`config.mk`:
```
export PLATFORM = sky130hd
export DESIGN_NAME = rename_unit
export DESIGN_NICKNAME = d
export VERILOG_FILES = /design/src/rtl/rn_pkg.sv /design/src/rtl/rn_map_table.sv /design/src/rtl/rn_free_list.sv /design/src/rtl/rename_unit.sv
export SDC_FILE = /design/constraint.sdc
export NUM_CORES = 1
export LEC_CHECK = 0
export CAP_MARGIN = 20
export CORE_MARGIN = 10
export CORE_UTILIZATION = 65
export CTS_CLUSTER_SIZE = 16
export DETAILED_ROUTE_END_ITERATION = 10
export PLACE_DENSITY = 0.83
export SLEW_MARGIN = 20
export SYNTH_ARGS = -nofsm -noshare
export SYNTH_HDL_FRONTEND = slang
export SYNTH_HIERARCHICAL = 1
export SYNTH_SLANG_ARGS = --single-unit
```
`constraint.sdc`:
```
create_clock -name clk -period 6.19 [get_ports clk]
set_clock_uncertainty 0.2 [all_clocks]
set_input_delay 1.238 -clock clk [delete_from_list [all_inputs] [get_ports clk]]
set_output_delay 1.238 -clock clk [all_outputs]
set_load 0.02 [all_outputs]
```
`src/rtl/rn_pkg.sv`:
```
package rn_pkg;
  localparam int unsigned RN_ARCH_REGS = 32;
  localparam int unsigned RN_PHYS_REGS = 64;

  typedef enum logic [1:0] {
    FL_HOLD = 2'b00,
    FL_TAKE = 2'b01,
    FL_GIVE = 2'b10,
    FL_SWAP = 2'b11
  } fl_op_e;
endpackage

```
`src/rtl/rn_map_table.sv`:
```
module rn_map_table #(
  parameter int NARCH = 32,
  parameter int NPHYS = 64,
  parameter int AW    = $clog2(NARCH),
  parameter int TW    = $clog2(NPHYS)
) (
  input  logic          clk,
  input  logic          rst,
  input  logic [AW-1:0] rd_a_idx,
  input  logic [AW-1:0] rd_b_idx,
  input  logic [AW-1:0] rd_d_idx,
  output logic [TW-1:0] rd_a_tag,
  output logic [TW-1:0] rd_b_tag,
  output logic [TW-1:0] rd_d_tag,
  input  logic          wr_en,
  input  logic [AW-1:0] wr_idx,
  input  logic [TW-1:0] wr_tag
);
  logic [TW-1:0] tbl [NARCH];

  // three asynchronous read ports see the table before this cycle's write
  assign rd_a_tag = tbl[rd_a_idx];
  assign rd_b_tag = tbl[rd_b_idx];
  assign rd_d_tag = tbl[rd_d_idx];

  always_ff @(posedge clk) begin
    if (rst) begin
      for (int i = 0; i < NARCH; i++) tbl[i] <= TW'(i);
    end else if (wr_en) begin
      tbl[wr_idx] <= wr_tag;
    end
  end
endmodule

```
`src/rtl/rn_free_list.sv`:
```
module rn_free_list
  import rn_pkg::*;
#(
  parameter int NARCH = 32,
  parameter int NPHYS = 64,
  parameter int TW    = $clog2(NPHYS)
) (
  input  logic          clk,
  input  logic          rst,
  input  logic          pop,
  output logic [TW-1:0] head_tag,
  output logic          empty,
  input  logic          push,
  input  logic [TW-1:0] push_tag
);
  localparam int DEPTH = NPHYS - NARCH;
  localparam int PW    = (DEPTH > 1) ? $clog2(DEPTH) : 1;
  localparam int CW    = $clog2(DEPTH + 1);

  logic [TW-1:0] slots [DEPTH];
  logic [PW-1:0] rd_ptr, wr_ptr;
  logic [CW-1:0] count;
  fl_op_e        op;

  assign op       = fl_op_e'({push, pop});
  assign empty    = (count == '0);
  assign head_tag = slots[rd_ptr];

  function automatic logic [PW-1:0] bump(input logic [PW-1:0] p);
    return (p == PW'(DEPTH - 1)) ? '0 : p + PW'(1);
  endfunction

  always_ff @(posedge clk) begin
    if (rst) begin
      for (int i = 0; i < DEPTH; i++) slots[i] <= TW'(NARCH + i);
      rd_ptr <= '0;
      wr_ptr <= '0;
      count  <= CW'(DEPTH);
    end else begin
      if (push) slots[wr_ptr] <= push_tag;
      case (op)
        FL_TAKE: begin
          rd_ptr <= bump(rd_ptr);
          count  <= count - CW'(1);
        end
        FL_GIVE: begin
          wr_ptr <= bump(wr_ptr);
          count  <= count + CW'(1);
        end
        FL_SWAP: begin
          rd_ptr <= bump(rd_ptr);
          wr_ptr <= bump(wr_ptr);
        end
        default: ;
      endcase
    end
  end

  p_no_underflow_r7: assert property (@(posedge clk) disable iff (rst)
    pop |-> (count != '0));
  p_no_overflow_r8: assert property (@(posedge clk) disable iff (rst)
    (push && !pop) |-> (count != CW'(DEPTH)));
  p_refill_next_r9: assert property (@(posedge clk) disable iff (rst)
    (push && empty) |=> !empty);
endmodule

```
`src/rtl/rename_unit.sv`:
```
module rename_unit #(
  parameter int NUM_ARCH = rn_pkg::RN_ARCH_REGS,
  parameter int NUM_PHYS = rn_pkg::RN_PHYS_REGS,
  parameter int AW       = $clog2(NUM_ARCH),
  parameter int TW       = $clog2(NUM_PHYS)
) (
  input  logic          clk,
  input  logic          rst,
  input  logic          ren_valid,
  input  logic [AW-1:0] ren_src_a,
  input  logic [AW-1:0] ren_src_b,
  input  logic          ren_dst_valid,
  input  logic [AW-1:0] ren_dst,
  output logic          ren_stall,
  output logic          out_valid,
  output logic [TW-1:0] out_src_a_tag,
  output logic [TW-1:0] out_src_b_tag,
  output logic          out_dst_valid,
  output logic [TW-1:0] out_new_tag,
  output logic [TW-1:0] out_prev_tag,
  input  logic          cmt_valid,
  input  logic [TW-1:0] cmt_tag
);
  logic [TW-1:0] tag_a, tag_b, tag_d, free_head;
  logic          free_empty, accept, alloc;

  assign ren_stall = ren_valid && ren_dst_valid && free_empty;
  assign accept    = ren_valid && !ren_stall;
  assign alloc     = accept && ren_dst_valid;

  rn_map_table #(.NARCH(NUM_ARCH), .NPHYS(NUM_PHYS), .AW(AW), .TW(TW)) u_map (
    .clk      (clk),
    .rst      (rst),
    .rd_a_idx (ren_src_a),
    .rd_b_idx (ren_src_b),
    .rd_d_idx (ren_dst),
    .rd_a_tag (tag_a),
    .rd_b_tag (tag_b),
    .rd_d_tag (tag_d),
    .wr_en    (alloc),
    .wr_idx   (ren_dst),
    .wr_tag   (free_head)
  );

  rn_free_list #(.NARCH(NUM_ARCH), .NPHYS(NUM_PHYS), .TW(TW)) u_free (
    .clk      (clk),
    .rst      (rst),
    .pop      (alloc),
    .head_tag (free_head),
    .empty    (free_empty),
    .push     (cmt_valid),
    .push_tag (cmt_tag)
  );

  always_ff @(posedge clk) begin
    if (rst) begin
      out_valid     <= 1'b0;
      out_src_a_tag <= '0;
      out_src_b_tag <= '0;
      out_dst_valid <= 1'b0;
      out_new_tag   <= '0;
      out_prev_tag  <= '0;
    end else begin
      out_valid <= accept;
      if (accept) begin
        out_src_a_tag <= tag_a;
        out_src_b_tag <= tag_b;
        out_dst_valid <= ren_dst_valid;
        out_new_tag   <= ren_dst_valid ? free_head : '0;
        out_prev_tag  <= ren_dst_valid ? tag_d : '0;
      end
    end
  end

  p_stall_no_result_r7: assert property (@(posedge clk) disable iff (rst)
    ren_stall |=> !out_valid);
  p_fresh_tag_r5: assert property (@(posedge clk) disable iff (rst)
    (out_valid && out_dst_valid) |-> (out_new_tag != out_prev_tag));
  p_idle_no_result_r10: assert property (@(posedge clk) disable iff (rst)
    !ren_valid |=> !out_valid);
endmodule

```
==> results.json <==
{
  "drc": 0,
  "tns_ns": 0,
  "status": "finished, final reports clean",
  "clkPwrFrac_pct": 38.6,
  "wire_per_inst_um": 27.7,
  "drt_wl_total_mm": 58.7,
  "leakagePower_uw": 0.00759,
  "synthMuxAreaShare_pct": 23.5,
  "area_delta_synth_final_pct": 7.92,
  "portBuffers": 52,
  "finalCriticalPeriod_ns": 4.39,
  "critPathArrivalTime_ns": 4.52,
  "final.fill_count": 2253,
  "fmaxAchievable_mhz": 228,
  "final_common_cell": "edfxtp_1",
  "clockBufferDepth": 3,
  "cts_tree": "done",
  "die_area_um2": 44100,
  "cp-end-kind": "flop",
  "final_max_slew_viol_count": 0,
  "synth_fa_ha_area_share_pct": 0.833,
  "clk_latency_ns": 0.60,
  "hold_depth": 2,
  "setup_viol": 0,
  "rsz0062_at_grt": "false",
  "fin_nets": 1665,
  "hold_path.class": "flop to flop",
  "critPathKind": "flop to flop",
  "synth_top_cell_by_area": "edfxtp_1",
  "die_x_um": 210,
  "grt-ovfl-total": 0,
  "p_sw_share_pct": 24.9,
  "antennaDiodeCount": 0,
  "io_pins": 53,
  "crit_path_max_fanout": 33,
  "reg2regPathDepth": 6,
  "rrSetupSlack_ns": 1.80,
  "irDropWorstVdd_mv": 0.260,
  "die_y_um": 210,
  "antenna_found_initial": 1,
  "first_pass_iters": 5,
  "max_cap_violations": 0,
  "worst_slew_pin_slew_ns": 1.09,
  "post-route-period-util_pct": 71.0,
  "clockRootBuffer": "clkbuf_16",
  "synth_ff_type": "edfxtp_1",
  "syn_avg_cell_area_um2": 14.1,
  "numCtsBuffers": 43,
  "drtAntennaViolNets": 0,
  "synth_edf_count": 384,
  "rows": 69,
  "cts_sinks": 431,
  "power_density_nw_per_um2": 264,
  "core_um2": 35600,
  "htree_levels": 2,
  "report.final.hold_viol_count": 0,
  "hold_buffers": 0,
  "grt_pass1_wl_mm": 90.3,
  "drtIter0Drc": 2034,
  "intPower_uw": 5020,
  "dp.final_hpwl_mm": 38.0,
  "start_util_pct": 65.9,
  "grt_pass1_vias": 14880,
  "min_from": "out_src_a_tag[4]",
  "maxSlewHeadroom_pct": 27.3,
  "sequentialPowerShare_pct": 49.4,
  "grt_usage_pct": 26.8,
  "p_sw_uw": 1660,
  "yosysSeqAreaShare_pct": 53.2,
  "synth_cell_types": 56,
  "postCtsSetupBuffers": 0,
  "critPathRequiredTime_ns": 6.31,
  "start_kind": "flop",
  "syn_nets": 1705,
  "rr_endpoint": "u_map/tbl[15][3]",
  "synth_xor_area_share_pct": 0.112,
  "gp_congestion": 0.912,
  "syn-cell-area_um2": 23400,
  "layout_common_cells": "edfxtp_1 (384), mux4_2 (173), and2_1 (145)",
  "synthSimpleGateAreaFrac_pct": 16.4,
  "synth.area.top_cells": "edfxtp_1 (49%), mux4_2 (17%), dfxtp_1 (4.0%), and2_1 (3.9%), or3_1 (3.8%)",
  "grt_max_degree": 75,
  "fin_hold_ws_ns": 0.281,
  "vias": 15083,
  "comb_power_share_pct": 12.0,
  "ys_seq_elements": 431,
  "synth_top_family_by_area": "multiplexers",
  "synth-compound-area-share_pct": 2.39,
  "whs_endpoint": "out_src_a_tag[4]",
  "vias_per_cell": 7.12,
  "clk_pin_slew_ns": 0.06,
  "synth_top_area_share_pct": 49.2,
  "synth-async-reset-ratio_pct": 0,
  "ys_warn_count": 6,
  "synth_cells": 1664,
  "drive_above_1_share_pct": 22.5,
  "cts_resized": 0
}
==> flip-flops by register name, indices dropped and copies added, names as in the netlist, 5 cells and up, named ones only <==
register and flops:
u_map/tbl 192, u_free/wr_ptr 5, out_src_a_tag 6, u_free/rd_ptr 5, u_free/count 6, u_free/slots 192, out_prev_tag 6, out_new_tag 6
out_src_b_tag 6
==> layer usage <==
layer | part of all wire, % | track usage, %
met5 | 0.024 | 0
met1 | 35 | 33.6
met3 | 10 | 5.27
met2 | 50 | 44.4
met4 | 4.7 | 11.9
==> critical path, stage by stage, from the launching register on <==
cell and delay (ns):
dfxtp_1 0.80, buf_4 0.42, mux4_2 0.56, a22o_1 0.28, a221oi_1 0.40, nand3_2 0.81, or3_1 0.64
==> power by group through the flow <==
stage	sequential [uW]	clock [uW]	combinational, uW
final	3300	2580	803
after global routing	3310	2720	849
after CTS	3300	2600	792
after detailed placement	3360	0	783
after global placement	3360	0	763
after floorplan	3360	0	526
==> stage by stage <==
step | instance area, um2 | util [%] | std cells | total power (uW) | worst slack, ns
3_5_place_dp | 23900 | 67.3 | 2040 | 4150 | 1.47
5_1_grt | 25300 | 71.1 | 2118 | 6880 | 1.59
2_1_floorplan | 23400 | - | 1664 | 3880 | 2.42
6_report | 25300 | 71.1 | 2118 | 6690 | 1.80
3_3_place_gp | 23900 | 67.3 | 2040 | 4120 | 1.63
4_1_cts | 25300 | 71.1 | 2118 | 6700 | 1.80
==> cells by family after synthesis <==
group / after synthesis
AO/OA/AOI/OAI: 83
XOR/XNOR: 3
AND/OR/NAND/NOR: 675
multiplexers: 283
flip-flops: 431
adder cells (fa/ha/maj): 15
buffers and inverters: 174
==> synth_stat cells, drive strengths merged (2+ instances only) <==
cell type / number
a211oi: 2
a21o: 2
a21oi: 24
a221oi: 7
a22o: 6
a22oi: 12
a31oi: 13
and2: 145
and3: 4
buf: 61
clkbuf: 98
dfxtp: 47
edfxtp: 384
ha: 14
inv: 14
mux2: 18
mux2i: 61
mux4: 204
nand2: 71
nand2b: 43
nand3: 30
nand3b: 9
nand4: 5
nand4b: 11
nand4bb: 2
nor2: 79
nor2b: 5
nor3: 47
nor4: 2
o21ai: 10
o31ai: 2
o32ai: 2
or2: 68
or3: 142
or3b: 5
or4b: 3
xor2: 3
==> cell type report <==
type	instances	area (um2)	area share [%]
multi-input cells	1059	10200	40.2
clock inverters	24	249	0.984
well taps	461	577	2.28
clock buffers	54	1130	4.46
repair buffers	75	653	2.58
flip-flops and latches	431	12500	49.3
inverters	14	52.6	0.208
==> worst max-delay path by stage <==
stage	to	depth (start not counted)	start
finish	u_map/tbl[15][3]	6	flop
global route	u_map/tbl[13][3]	6	flop
CTS	u_map/tbl[15][3]	6	flop
detailed placement	u_free/count[5]	12	ren_dst_valid
global placement	u_free/count[5]	12	ren_dst_valid
floorplan	u_free/count[5]	12	ren_dst_valid
Note: power is estimated with default switching activity, not from simulation.
